==> src/rtl/sla_pkg.sv <==
package sla_pkg;

  localparam int INSTR_W = 32;
  localparam int REG_W   = 5;

  typedef enum logic [1:0] {
    LANE_B8  = 2'b00,
    LANE_B16 = 2'b01,
    LANE_B32 = 2'b10,
    LANE_B64 = 2'b11
  } lane_size_e;

  typedef struct packed {
    lane_size_e       size;
    logic             quad;
    logic [REG_W-1:0] rd;
    logic [REG_W-1:0] rn;
    logic [REG_W-1:0] rm;
    logic             reject;
    logic             undef;
  } dec_t;

  // fixed-bit patterns of the accepted word
  localparam logic [6:0] MAJOR_PAT = 7'b1111001;
  localparam logic [3:0] OPC_PAT   = 4'b1000;

endpackage

==> src/rtl/sla_decode.sv <==
module sla_decode
  import sla_pkg::*;
(
  input  logic [INSTR_W-1:0] instr,
  output dec_t               dec
);

  logic pat_ok;
  logic any_odd;

  always_comb begin
    pat_ok = (instr[31:25] == MAJOR_PAT) && !instr[24] && !instr[23] &&
             (instr[11:8] == OPC_PAT) && !instr[4];

    dec.size   = lane_size_e'(instr[21:20]);
    dec.quad   = instr[6];
    dec.rd     = {instr[22], instr[15:12]};
    dec.rn     = {instr[7],  instr[19:16]};
    dec.rm     = {instr[5],  instr[3:0]};

    any_odd    = instr[12] | instr[16] | instr[0];
    dec.reject = !pat_ok;
    dec.undef  = pat_ok && instr[6] && any_odd;
  end

endmodule

==> src/rtl/sla_lane_add.sv <==
module sla_lane_add
  import sla_pkg::*;
#(
  parameter int DATA_W  = 128,
  parameter int SLICE_W = 8
) (
  input  logic [DATA_W-1:0] opa,
  input  logic [DATA_W-1:0] opb,
  input  lane_size_e        size,
  output logic [DATA_W-1:0] sum
);

  localparam int NSLICE = DATA_W / SLICE_W;
  localparam int IDX_W  = (NSLICE > 1) ? $clog2(NSLICE) : 1;

  logic [IDX_W-1:0]  lane_mask;
  logic [NSLICE-1:0] boundary;
  logic [NSLICE-1:0] cin;
  logic [NSLICE-2:0] cout;

  // a slice starts a lane when its index is a multiple of slices-per-lane
  always_comb begin
    lane_mask = (IDX_W'(1) << size) - IDX_W'(1);
    for (int k = 0; k < NSLICE; k++) begin
      boundary[k] = ((IDX_W'(k) & lane_mask) == '0);
    end
  end

  generate
    for (genvar k = 0; k < NSLICE; k++) begin : g_slice
      logic [SLICE_W-1:0] sa;
      logic [SLICE_W-1:0] sb;
      assign sa = opa[k*SLICE_W +: SLICE_W];
      assign sb = opb[k*SLICE_W +: SLICE_W];

      if (k == 0) begin : g_first
        assign cin[k] = 1'b0;
      end else begin : g_chain
        assign cin[k] = boundary[k] ? 1'b0 : cout[k-1];
      end

      if (k == NSLICE-1) begin : g_top
        assign sum[k*SLICE_W +: SLICE_W] = sa + sb + {{(SLICE_W-1){1'b0}}, cin[k]};
      end else begin : g_mid
        assign {cout[k], sum[k*SLICE_W +: SLICE_W]} =
          {1'b0, sa} + {1'b0, sb} + {{SLICE_W{1'b0}}, cin[k]};
      end
    end
  endgenerate

endmodule

==> src/rtl/simd_lane_adder.sv <==
module simd_lane_adder
  import sla_pkg::*;
#(
  parameter int DATA_W  = 128,
  parameter int SLICE_W = 8,
  parameter int HALF_W  = 64
) (
  input  logic              clk,
  input  logic              rst_n,
  input  logic              in_valid,
  input  logic [31:0]       in_instr,
  input  logic [DATA_W-1:0] in_opa,
  input  logic [DATA_W-1:0] in_opb,
  output logic              out_valid,
  output logic [DATA_W-1:0] out_result,
  output logic [1:0]        out_size,
  output logic              out_quad,
  output logic [4:0]        out_rd,
  output logic [4:0]        out_rn,
  output logic [4:0]        out_rm,
  output logic              out_reject,
  output logic              out_undef
);

  localparam int UPPER_W = DATA_W - HALF_W;

  dec_t              dec;
  logic [DATA_W-1:0] raw_sum;
  logic [DATA_W-1:0] res_nxt;
  logic              vld_q;
  logic [DATA_W-1:0] res_q;
  dec_t              dec_q;

  sla_decode u_dec (
    .instr (in_instr),
    .dec   (dec)
  );

  sla_lane_add #(
    .DATA_W  (DATA_W),
    .SLICE_W (SLICE_W)
  ) u_add (
    .opa  (in_opa),
    .opb  (in_opb),
    .size (dec.size),
    .sum  (raw_sum)
  );

  // next-state: form selection and illegal-word zeroing
  always_comb begin
    res_nxt = raw_sum;
    if (!dec.quad) begin
      res_nxt[DATA_W-1:HALF_W] = '0;
    end
    if (dec.reject || dec.undef) begin
      res_nxt = '0;
    end
  end

  always_ff @(posedge clk or negedge rst_n) begin
    if (!rst_n) begin
      vld_q <= 1'b0;
    end else begin
      vld_q <= in_valid;
    end
  end

  always_ff @(posedge clk or negedge rst_n) begin
    if (!rst_n) begin
      res_q <= '0;
      dec_q <= '0;
    end else if (in_valid) begin
      res_q <= res_nxt;
      dec_q <= dec;
    end
  end

  assign out_valid  = vld_q;
  assign out_result = res_q;
  assign out_size   = dec_q.size;
  assign out_quad   = dec_q.quad;
  assign out_rd     = dec_q.rd;
  assign out_rn     = dec_q.rn;
  assign out_rm     = dec_q.rm;
  assign out_reject = dec_q.reject;
  assign out_undef  = dec_q.undef;

  p_valid_rise_r7: assert property (@(posedge clk) disable iff (!rst_n)
    in_valid |=> out_valid);
  p_valid_idle_r7: assert property (@(posedge clk) disable iff (!rst_n)
    !in_valid |=> !out_valid);
  p_dword_upper_r3: assert property (@(posedge clk) disable iff (!rst_n)
    (out_valid && !out_quad) |-> (out_result[DATA_W-1:HALF_W] == {UPPER_W{1'b0}}));
  p_bad_zero_r4: assert property (@(posedge clk) disable iff (!rst_n)
    (out_valid && (out_reject || out_undef)) |-> (out_result == '0));
  p_flag_excl_r6: assert property (@(posedge clk) disable iff (!rst_n)
    $onehot0({out_reject, out_undef}));
  p_undef_quad_r6: assert property (@(posedge clk) disable iff (!rst_n)
    out_undef |-> out_quad);
  p_hold_r8: assert property (@(posedge clk) disable iff (!rst_n)
    !in_valid |=> ($stable(out_result) && $stable(out_rd) && $stable(out_size)));

endmodule

==> config.mk <==
export PLATFORM = sky130hd
export DESIGN_NAME = simd_lane_adder
export DESIGN_NICKNAME = d
export VERILOG_FILES = /design/src/rtl/sla_pkg.sv /design/src/rtl/sla_decode.sv /design/src/rtl/sla_lane_add.sv /design/src/rtl/simd_lane_adder.sv
export SDC_FILE = /design/constraint.sdc
export NUM_CORES = 1
export LEC_CHECK = 0
export CAP_MARGIN = 20
export CORE_AREA = 2 2 172 174
export DETAILED_ROUTE_END_ITERATION = 6
export DIE_AREA = 0 0 174 176
export GPL_ROUTABILITY_DRIVEN = 0
export MAX_ROUTING_LAYER = met4
export PLACE_DENSITY = 0.69
export SLEW_MARGIN = 20
export SYNTH_ARGS = -nofsm -noshare
export SYNTH_HDL_FRONTEND = slang
export SYNTH_SLANG_ARGS = --single-unit
==> constraint.sdc <==
create_clock -name clk -period 1 [get_ports clk]
set_input_delay 0.2 -clock clk [delete_from_list [all_inputs] [get_ports clk]]
set_output_delay 0.2 -clock clk [all_outputs]
set_load 0.02 [all_outputs]
* After elaboration in Yosys (flattened, before gate mapping)
Index checks and enable logic that the tools add are counted.
** Word-level totals
- Input bits :: 291
- Register bits after elaboration :: 149
- Output and inout bits :: 149
** Cells by class
- Reductions and logical operators :: 26
- Shifts and indexed selects :: 1
- Eq/ne operators :: 2
- Muxes and demuxes :: 17
- Add/subtract/negate cells :: 32
- Bitwise logic cells :: 2
** Operator list (number)
- 8-bit by 8-bit adder with 9-bit output :: 15
- 128-bit two-way mux :: 1
- 9-bit by 1-bit adder with 9-bit output :: 14
- 64-bit two-way mux :: 1
- 4-bit zero test :: 15
- 1-bit two-way mux :: 15
- 8-bit by 1-bit adder with 8-bit output :: 1
- 8-bit adder :: 1
- 7-bit equality test, second input constant :: 1
- 1-bit logical AND :: 6
- 4-bit equality test, second input constant :: 1
- 1-bit zero test :: 4
- 1-bit by 2-bit << shifter with 4-bit output, first input constant :: 1
- 4-bit by 2-bit subtractor with 4-bit output, second input constant :: 1
- 1-bit OR :: 2
- 1-bit logical OR :: 1

* Longest topological paths before layout
- Word-level depth :: 35
- Mapped depth :: 57
- Mapped depth without buffers :: 57

* By module
From an unflattened synthesis, not the netlist that was laid out.
** Second synthesis, totals
- Cells, all modules :: 1265
- Area total of the unflattened synthesis :: 11598.6 um^2
** Modules (own cells, without submodules)
- simd_lane_adder :: instances 1, cells each 600, area each 6387.4 um^2
- sla_lane_add :: instances 1, cells each 640, area each 5012.3 um^2
- sla_decode :: instances 1, cells each 25, area each 198.9 um^2

* Worst setup path after synthesis
OpenSTA, ideal clock, no wires.
- Path kind :: input port to flip-flop
- Start :: input in_opa[0]
- End :: register res_q[62], in the netlist out_result[62]
- Path buffers :: 0
- Cell stages on the path :: 57
- Setup slack :: -10.956 ns
- Arrival time :: 11.834 ns
- Cells stage by stage :: ha_1 > inv_1 > fa_1 > nand2b_1 > a21oi_1 > o31a_1 > o21a_1 > o21ai_0 > fa_1 > fa_1 > nand2b_1 > a21oi_1 > o31a_1 > o21a_1 > o21ai_0 > fa_1 > fa_1 > nand2b_1 > [... 21 more ...] > a21oi_1 > o31a_1 > o21a_1 > o21ai_0 > fa_1 > fa_1 > nand2b_1 > a21oi_1 > o31a_1 > o21a_1 > o21ai_0 > fa_1 > fa_1 > nand2b_1 > a21oi_1 > o21a_1 > o21ai_0 > a32o_1
** On the way
- Longest elaborated chain between the ends :: 16
** Ends and longest elaborated chain
- from (decl) :: RTL line simd_lane_adder.sv:12 : input logic [DATA_W-1:0] in_opa,
- 8-bit by 8-bit adder with 9-bit output :: RTL line sla_lane_add.sv:46 : {1'b0, sa} + {1'b0, sb} + {{SLICE_W{1'b0}}, cin[k]};
- 1-bit two-way mux :: RTL line sla_lane_add.sv:39 : assign cin[k] = boundary[k] ? 1'b0 : cout[k-1];
- 9-bit by 1-bit adder with 9-bit output :: RTL line sla_lane_add.sv:46
- 1-bit two-way mux :: RTL line sla_lane_add.sv:39
- 9-bit by 1-bit adder with 9-bit output :: RTL line sla_lane_add.sv:46
- 1-bit two-way mux :: RTL line sla_lane_add.sv:39
- 9-bit by 1-bit adder with 9-bit output :: RTL line sla_lane_add.sv:46
- 1-bit two-way mux :: RTL line sla_lane_add.sv:39
- 9-bit by 1-bit adder with 9-bit output :: RTL line sla_lane_add.sv:46
- 1-bit two-way mux :: RTL line sla_lane_add.sv:39
- 9-bit by 1-bit adder with 9-bit output :: RTL line sla_lane_add.sv:46
- 1-bit two-way mux :: RTL line sla_lane_add.sv:39
- 9-bit by 1-bit adder with 9-bit output :: RTL line sla_lane_add.sv:46
- 1-bit two-way mux :: RTL line sla_lane_add.sv:39
- 9-bit by 1-bit adder with 9-bit output :: RTL line sla_lane_add.sv:46
- 128-bit two-way mux :: RTL line simd_lane_adder.sv:55 : if (dec.reject || dec.undef) begin
- to (signal assigned) :: RTL line simd_lane_adder.sv:73 : res_q <= res_nxt;
- to (decl) :: RTL line simd_lane_adder.sv:31 : logic [DATA_W-1:0] res_q;
Every way passes these cells.
A chain may end at the register's enable or synchronous reset.

* Final worst setup path
- Start :: input in_opb[0]
- End :: register res_q[62], in the netlist out_result[62]
** On the way
- Longest elaborated chain between the ends :: 16
** Ends and longest elaborated chain
- from (decl) :: RTL line simd_lane_adder.sv:13 : input logic [DATA_W-1:0] in_opb,
- 8-bit by 8-bit adder with 9-bit output :: RTL line sla_lane_add.sv:46
- 1-bit two-way mux :: RTL line sla_lane_add.sv:39
- 9-bit by 1-bit adder with 9-bit output :: RTL line sla_lane_add.sv:46
- 1-bit two-way mux :: RTL line sla_lane_add.sv:39
- 9-bit by 1-bit adder with 9-bit output :: RTL line sla_lane_add.sv:46
- 1-bit two-way mux :: RTL line sla_lane_add.sv:39
- 9-bit by 1-bit adder with 9-bit output :: RTL line sla_lane_add.sv:46
- 1-bit two-way mux :: RTL line sla_lane_add.sv:39
- 9-bit by 1-bit adder with 9-bit output :: RTL line sla_lane_add.sv:46
- 1-bit two-way mux :: RTL line sla_lane_add.sv:39
- 9-bit by 1-bit adder with 9-bit output :: RTL line sla_lane_add.sv:46
- 1-bit two-way mux :: RTL line sla_lane_add.sv:39
- 9-bit by 1-bit adder with 9-bit output :: RTL line sla_lane_add.sv:46
- 1-bit two-way mux :: RTL line sla_lane_add.sv:39
- 9-bit by 1-bit adder with 9-bit output :: RTL line sla_lane_add.sv:46
- 128-bit two-way mux :: RTL line simd_lane_adder.sv:55
Every way passes these cells.

==> impl_metrics.ini <==
[outcome]
outcome = finished, violations left
violations = setup timing

[floorplanning]
row_count = 62
die_h_microns = 176
core-area_sq_um = 28500
initial_utilization_pct = 36.6
io_pins = 440
fp.dieArea_sq_um = 30600
die_w_microns = 174

[worst_setup_path]
r2r_start = out_result[46]$_DFFE_PN0P_
crit_path_frequent_cell = fa_2
path_class = primary input to flip-flop
startpoint = in_opb[0]
end_kind = flip-flop
crit_required_ps = 1310
max_stage_delay_ps = 430
ff2ff_setup_slack_ps = 130
cp_max_fo = 3
critPathLaunchType = primary input
slowest_stage = fa_2
worstPathArrival_ps = 11750

[global_routing]
grt_max_degree = 49
grt_pass1_vias = 12021
grt_pass1_wl_microns = 64100
grt.total_usage_pct = 27.8
overflow = 0
grt_antenna_before_repair = 5

[logic_synthesis]
synth_area_leaders = dfrtp_1 36%, ha_1 13%, o2bb2ai_1 6.0%, fa_1 5.8%, o21a_1 4.5%
synth_edf_count = 0
async_flop_share_pct = 100
synth_cell_types = 40
syn-num-nets = 1452
netlist.area_leader.share_pct = 35.7
synth_area_sq_um = 10400
synthCells = 1019
syn_area_per_cell_sq_um = 10.2
synth_ff_type = dfrtp_1
yosysWarnings = 0
ys_ff_latch = 149
yosysTopAreaCell = dfrtp_1
ys_seq_area_share_pct = 35.7

[cts]
numCtsBuffers = 17
cts_tree = done
cts_sinks = 149
insertion_delay_ps = 420
cts_root_buf = clkbuf_16
htree_levels = 4
clk_pin_slew_ps = 80
clockBufferDepth = 2

[placement]
dpl.hpwl_microns = 32400
placed_area_sq_um = 17700
io_buffers = 439
pre_cts_ws_ps = -11140

[sta]
worst_slew_pin_slew_ps = 487
max_slew_margin_pct = 67.2
rsz0062_at_grt = yes
clock_skew_ps = 0
slew_violations = 0
final.period_utilization_pct = 1140
tns_ps = -734730
final.min_clock_period_ps = 11440
finalSetupViolations = 297
hold_viol = 0
max_clock_freq_mhz = 87.4
finalWorstSetupSlack_ps = -10440

[drt]
wire_per_inst_microns = 19.3
drcViolationCount = 0
wirelength_microns = 42700
via_count = 11367
initialDrtViolationCount = 491
firstDrtPassIters = 5
ant_nets = 0
viasPerCell = 5.13

[layout]
drive_gt1_share_pct = 35.8
final_cell_mix = 390 x clkdlybuf4s50_1, 350 x buf_4, 146 x dfrtp_1
area_growth_pct = 89.1
final_nets = 2246
stdcell_area_sq_um = 19700
layout_commonest_cell = clkdlybuf4s50_1

[hold_path]
hp-class = primary input to flip-flop
hp-start = in_opa[0]

[power_and_ir_drop]
power_density_nw_per_um2 = 1030
cellLeakagePower_nw = 9.17
ir_worst_vdd_mv = 0.975
p_total_w = 0.0204

[flow_run]
cap_violations = 0
-- report_power, final --
group          internal [W]  switching, W  total (W)
sequential          0.00610     0.0000415    0.00614
clock               0.00380       0.00303    0.00684
combinational       0.00416       0.00322    0.00738
total                0.0141       0.00629     0.0204
-- cell usage after synthesis (all sizes together), types with 2 or more instances --
cell type	instances
o2bb2ai	71
a21o	31
or2	8
a31oi	7
mux2	18
nand2b	24
a21oi	42
dfrtp	149
nor2b	22
o22ai	7
o21ai	59
nand2	34
nor2	81
o31a	29
o211ai	2
a211oi	9
ha	112
fa	30
or4b	2
xor2	37
buf	14
inv	64
o21bai	7
xnor2	7
clkbuf	16
a32o	16
a22o	34
o21a	62
o31ai	18
-- flip-flops by register name, indices dropped and copies added (netlist names) --
| signal | count |
|---|---|
| out_rn | 5 |
| out_size | 2 |
| out_rm | 5 |
| out_quad | 1 |
| out_result | 128 |
| out_valid | 1 |
| out_undef | 1 |
| out_rd | 5 |
| out_reject | 1 |
-- final timing paths --
| kind | end | depth (start not counted) |
|---|---|---|
| max | out_result[62]$_DFFE_PN0P_ | 58 |
| min | out_result[0]$_DFFE_PN0P_ | 3 |
| max reg2reg | out_result[46]$_DFFE_PN0P_ | 2 |
| min reg2reg | out_result[78]$_DFFE_PN0P_ | 1 |
| max in group asynchronous | out_result[73]$_DFFE_PN0P_ | 3 |
| min in group asynchronous | out_result[22]$_DFFE_PN0P_ | 2 |
-- critical path: cells and delay by family --
family | cells | cell delay, ps
adder cells (fa/ha/maj) | 16 | 5720
AO/OA/AOI/OAI | 32 | 4350
buffers and inverters | 2 | 110
AND/OR/NAND/NOR | 8 | 1300
-- layer usage --
metal | global-route usage, % | vias up | share of wire [%] | routed length (microns)
met5 | - | - | 0 | 0
met4 | 9.24 | 0 | 2.8 | 1220
met3 | 7.52 | 65 | 7.0 | 2980
met2 | 48.9 | 442 | 51 | 21800
met1 | 30.6 | 5491 | 39 | 16600
li1 | - | 5369 | - | -
-- final cells by class --
cell class,count,area [sq um]
diodes,5,12.5
clock buffers,17,425
clock inverters,15,180
fillers,2140,8800
inverters,64,243
multi-input cells,776,7420
flip-flops and latches,149,3730
well taps,384,480
repair buffers,805,7260
-- through the flow --
stage,util (%),std cells,hold WS (ps)
finish,69.2,2215,110
global route,69.2,2215,102
CTS,67.2,2190,96.4
detailed placement,61.9,2091,84.3
global placement,61.9,2091,85.6
floorplan,-,1019,-95.6
-- what timing repair did --
item | in CTS | in global routing
hold endpoints to repair | 149 | 0
buffers inserted | 69 | 36
pin swaps | 113 | 108
hold buffers | 1 | 0
gates resized for setup | 167 | 127
endpoints found under the setup margin | 297 | 297
-- logic make-up after synthesis --
kind of cell,synth area share [%]
buffers and inverters,3.57
flip-flops,35.7
XOR/XNOR,3.69
adder cells (fa/ha/maj),19.2
AND/OR/NAND/NOR,8.21
AO/OA/AOI/OAI,27.7
multiplexers,1.94
No activity file was read; power rests on OpenSTA's default activity.
